## src/rtl/shift_pkg.sv

```systemverilog
package shift_pkg;
  typedef enum logic [1:0] {
    OP_SLL = 2'b00,
    OP_SRL = 2'b01,
    OP_SRA = 2'b10,
    OP_ROR = 2'b11
  } shift_op_e;
endpackage

```

## src/rtl/shift_front.sv

```systemverilog
module shift_front
  import shift_pkg::*;
#(
  parameter int W      = 32,
  parameter bit ROT_EN = 1'b1
) (
  input  logic [W-1:0] data_i,
  input  logic [1:0]   op_i,
  output logic [W-1:0] staged_o,
  output logic         fill_o,
  output logic         wrap_o,
  output logic         mirror_o
);
  logic [W-1:0] flipped;

  // Mirrored copy of the word, used when shifting left.
  for (genvar i = 0; i < W; i++) begin : g_flip
    assign flipped[i] = data_i[W-1-i];
  end

  always_comb begin
    mirror_o = (op_i == OP_SLL);
    wrap_o   = ROT_EN && (op_i == OP_ROR);
    fill_o   = (op_i == OP_SRA) ? data_i[W-1] : 1'b0;
    staged_o = mirror_o ? flipped : data_i;
  end
endmodule

```

## src/rtl/shift_stage.sv

```systemverilog
module shift_stage #(
  parameter int W    = 32,
  parameter int DIST = 1
) (
  input  logic [W-1:0] x_i,
  input  logic         sel_i,
  input  logic         fill_i,
  input  logic         wrap_i,
  output logic [W-1:0] y_o
);
  for (genvar i = 0; i < W; i++) begin : g_bit
    if (i + DIST < W) begin : g_inner
      assign y_o[i] = sel_i ? x_i[i+DIST] : x_i[i];
    end else begin : g_edge
      // Top positions take either the fill bit or bits wrapped from the low end.
      assign y_o[i] = sel_i ? (wrap_i ? x_i[i+DIST-W] : fill_i) : x_i[i];
    end
  end
endmodule

```

## src/rtl/shift_back.sv

```systemverilog
module shift_back #(
  parameter int W = 32
) (
  input  logic [W-1:0] x_i,
  input  logic         mirror_i,
  output logic [W-1:0] y_o
);
  logic [W-1:0] flipped;

  for (genvar i = 0; i < W; i++) begin : g_flip
    assign flipped[i] = x_i[W-1-i];
  end

  assign y_o = mirror_i ? flipped : x_i;
endmodule

```

## src/rtl/barrel_shift.sv

```systemverilog
module barrel_shift #(
  parameter int W      = 32,
  parameter bit ROT_EN = 1'b1,
  localparam int SHW   = $clog2(W)
) (
  input  logic [W-1:0]   data_i,
  input  logic [SHW-1:0] amt_i,
  input  logic [1:0]     op_i,
  output logic [W-1:0]   res_o
);
  logic [W-1:0] chain [SHW+1];
  logic         fill;
  logic         wrap;
  logic         mirror;

  shift_front #(.W(W), .ROT_EN(ROT_EN)) u_front (
    .data_i   (data_i),
    .op_i     (op_i),
    .staged_o (chain[0]),
    .fill_o   (fill),
    .wrap_o   (wrap),
    .mirror_o (mirror)
  );

  for (genvar k = 0; k < SHW; k++) begin : g_stage
    shift_stage #(.W(W), .DIST(1 << k)) u_stage (
      .x_i    (chain[k]),
      .sel_i  (amt_i[k]),
      .fill_i (fill),
      .wrap_i (wrap),
      .y_o    (chain[k+1])
    );
  end

  shift_back #(.W(W)) u_back (
    .x_i      (chain[SHW]),
    .mirror_i (mirror),
    .y_o      (res_o)
  );
endmodule

```

## config.mk

```make
export PLATFORM = sky130hd
export DESIGN_NAME = barrel_shift
export DESIGN_NICKNAME = d
export VERILOG_FILES = /design/src/rtl/shift_pkg.sv /design/src/rtl/shift_front.sv /design/src/rtl/shift_stage.sv /design/src/rtl/shift_back.sv /design/src/rtl/barrel_shift.sv
export SDC_FILE = /design/constraint.sdc
export NUM_CORES = 1
export LEC_CHECK = 0
export BUFFER_PORTS_ARGS = -buffer_cell sky130_fd_sc_hd__buf_2
export CAP_MARGIN = 20
export CORE_MARGIN = 5
export CORE_UTILIZATION = 50
export DETAILED_ROUTE_END_ITERATION = 7
export GPL_TIMING_DRIVEN = 0
export PLACE_DENSITY = 0.82
export SLEW_MARGIN = 20
export SYNTH_ARGS = -nofsm -noshare
export SYNTH_HDL_FRONTEND = slang
export SYNTH_SLANG_ARGS = --single-unit
export TNS_END_PERCENT = 10
```

## constraint.sdc

```tcl
create_clock -name vclk -period 6.85
set_clock_uncertainty 0.2 [all_clocks]
set_input_delay 1.7125 -clock vclk [all_inputs]
set_output_delay 1.7125 -clock vclk [all_outputs]
set_load 0.05 [all_outputs]
```

==> parameters.txt <==
Parameter                              Value

Placed design
  Number of buffer cells added on primary ports ... 70
  Dpl hpwl ... 10300 µm
  Final weighted congestion of routability-driven global placement ... 1.06

Critical path
  CP Capture Point ... res_o[9]
  Critical Path Start ... op_i[1]
  Critical path data required time ... 4940 ps
  Classification of the worst setup path ... in2out
  Category of the worst setup path capture point ... output port
  Nature of the critical path startpoint ... input port
  Critical path data arrival time ... 4650 ps
  Worst Path Max Fanout ... 10

Die
  Area of the core ... 0.00592 mm²
  Floorplan die width ... 87.9 µm
  Row count ... 28
  Number of I/O pins ... 71
  DIE AREA ... 0.00772 mm²
  Die Ht ... 87.9 µm
  Effective utilization at floorplan ... 0.512

STA
  Highest achievable clock rate ... 0.152 GHz
  Final worst-path cycle share ... 0.958
  Relative slew margins ... 0.457
  RSZ-0062 raised after global routing ... false
  Slew at the pin with the worst max-slew slack ... 810 ps
  Worst hold-check slack ... 3960 ps
  Final setup vio count ... 0
  Number of slew-limit violations in the final report ... 0
  Final worst path period need ... 6560 ps
  Summed negative setup slack over all endpoints ... 0 ps
  Hold Fails Final Rpt ... 0

Final layout
  Filler cell count ... 577
  Register Area ... 0 µm²
  Proportion of layout cells with a drive suffix above 1 ... 0.346
  Count of clock-net buffers in the final layout ... 0
  Multi-input logic area ... 0.00285 mm²
  Layout area overhead ... 14.7%
  FFs & Latches ... 0
  NumNets Final ... 469
  Diode count ... 0

Synth
  Cell with the most instances after synthesis ... sky130_fd_sc_hd__nand2_1
  Yosys warning count ... 0
  Cell Area, Synth ... 0.00303 mm²
  Cell taking the most area after synthesis ... sky130_fd_sc_hd__mux4_2
  Cell types with the largest area share after synthesis ... sky130_fd_sc_hd__mux4_2 (36%), sky130_fd_sc_hd__mux2i_1 (7.6%), sky130_fd_sc_hd__nand2_1 (6.7%)
  Share of synthesized area occupied by flip-flops and latches ... 0
  Top cell types by occurrence after synthesis ... sky130_fd_sc_hd__nand2_1 (54), sky130_fd_sc_hd__mux4_2 (48), sky130_fd_sc_hd__nor2_1 (24)
  Count of cell types in the netlist ... 52
  Number of standard cells after synthesis ... 358
  Avg Cell Area, Syn ... 8.46 µm²
  Top cell type's share of synthesized area ... 0.357
  Number of nets produced by synthesis ... 397

Drt
  Drt pass-1 iters ... 5
  DRC ... 0
  Antenna-violating nets left ... 0
  Final routed wirelength across all metal layers ... 12900 µm
  DRT iter0 DRCs ... 369
  Wire length per cell ... 25.6 µm
  Via count ... 3866
  Per-cell via count in the routed design ... 7.69

Flow run
  Max Cap Viol ... 0

Power and ir drop
  Ratio of total power to cell area ... 134 mW/mm²
  Proportion of total power due to net switching ... 0.660
  Total power ... 0.466 mW
  Worst vdd rail ir drop ... 0.109 mV
  Clock power frac ... 0
  Proportion of power drawn by flip-flops and latches ... 0
  Internal portion of total power ... 0.158 mW
  Lkg Pwr ... 1.34 nW
  Proportion of power drawn by combinational gates ... 1.000
  Net switching power ... 0.308 mW

Global route
  Vias in the first global route ... 3597
  Residual overflow from global routing ... 0
  First-pass GRT wire length ... 20000 µm
  Total global routing track utilization ... 0.334
  Largest net degree at the start of global routing ... 11
  Initial antenna violation count ... 0

Clock network
  Buffers inserted by post-CTS timing repair ... 0
  PostCTS Resize Cnt ... 0
  Total of hold buffers inserted after clock tree synthesis ... 0

Min path
  Worst Min Path Start ... op_i[1]
  Worst hold path type ... in2out

Status
  Outcome ... finished clean
==> final cells by class <==
type	count	area share
Tap cell	75	0.0270
Buffer	34	0.0461
Timing Repair Buffer	70	0.101
Inverter	6	0.00648
Multi-Input combinational cell	318	0.820
==> cells by family after synthesis <==
family / Yosys count / synth area share
AO/OA/AOI/OAI: 121 / 0.282
AND/OR/NAND/NOR: 111 / 0.160
multiplexers: 85 / 0.495
buffers and inverters: 40 / 0.0603
XOR/XNOR: 1 / 0.00289
==> cell usage in the layout, fill, tap and decap left out, drive strengths merged, types with 2 or more instances in the layout <==
master   count
o31ai        5
o21ai       20
buf         83
a31oi        5
and2         3
nor2        25
nor3        10
a31o         2
a221oi       9
or2          3
o32ai        5
nand3        8
nor2b        2
o221ai       3
a22oi        3
o31a         2
o311ai       3
a21o         5
o22ai       12
mux2        12
a211o        2
a21oi       19
mux2i       23
mux4        50
o2bb2ai      4
inv          6
a22o         3
o211ai       4
nand2       54
o221a        2
clkbuf      21
a32o         4
a211oi       4
==> worst min-delay path by stage <==
stage                endpoint  slack (ps)  cells after the start
floorplan            res_o[5]        3800                      3
global placement    res_o[22]        3950                      5
detailed placement  res_o[22]        3940                      5
CTS                 res_o[22]        3940                      5
global route        res_o[22]        4010                      5
finish              res_o[22]        3960                      5
==> stage by stage <==
step | cell area, µm² | cells | setup WS, ps | util
after detailed placement | 3470 | 503 | 307 | 0.587
after floorplan | 3030 | 358 | 180 | -
after CTS | 3470 | 503 | 304 | 0.587
after global placement | 3470 | 503 | 306 | 0.587
final | 3470 | 503 | 290 | 0.587
after global routing | 3470 | 503 | 143 | 0.587
==> metal layers <==
| metal | vias to the layer above | GRT usage | routed length [µm] |
|---|---|---|---|
| li1 | 1629 | - | - |
| met1 | 1831 | 0.451 | 4840 |
| met2 | 342 | 0.545 | 5890 |
| met3 | 64 | 0.0292 | 1460 |
| met4 | 0 | 0.151 | 700 |
| met5 | - | 0 | 0 |
==> power by group through the flow <==
stage	clock (mW)	sequential, mW	combinational [mW]
floorplan	0	0	0.336
finish	0	0	0.466
CTS	0	0	0.455
global placement	0	0	0.452
global route	0	0	0.487
detailed placement	0	0	0.454
==> worst max-delay path, cell delays in order <==
cell,delay (ps)
sky130_fd_sc_hd__buf_6,120
sky130_fd_sc_hd__nor2_2,340
sky130_fd_sc_hd__buf_4,310
sky130_fd_sc_hd__mux4_2,580
sky130_fd_sc_hd__a22o_1,260
sky130_fd_sc_hd__a211o_1,320
sky130_fd_sc_hd__mux2_2,300
sky130_fd_sc_hd__o221a_2,260
sky130_fd_sc_hd__a22o_1,230
sky130_fd_sc_hd__buf_2,210
No activity file was read; power rests on OpenSTA's default activity.
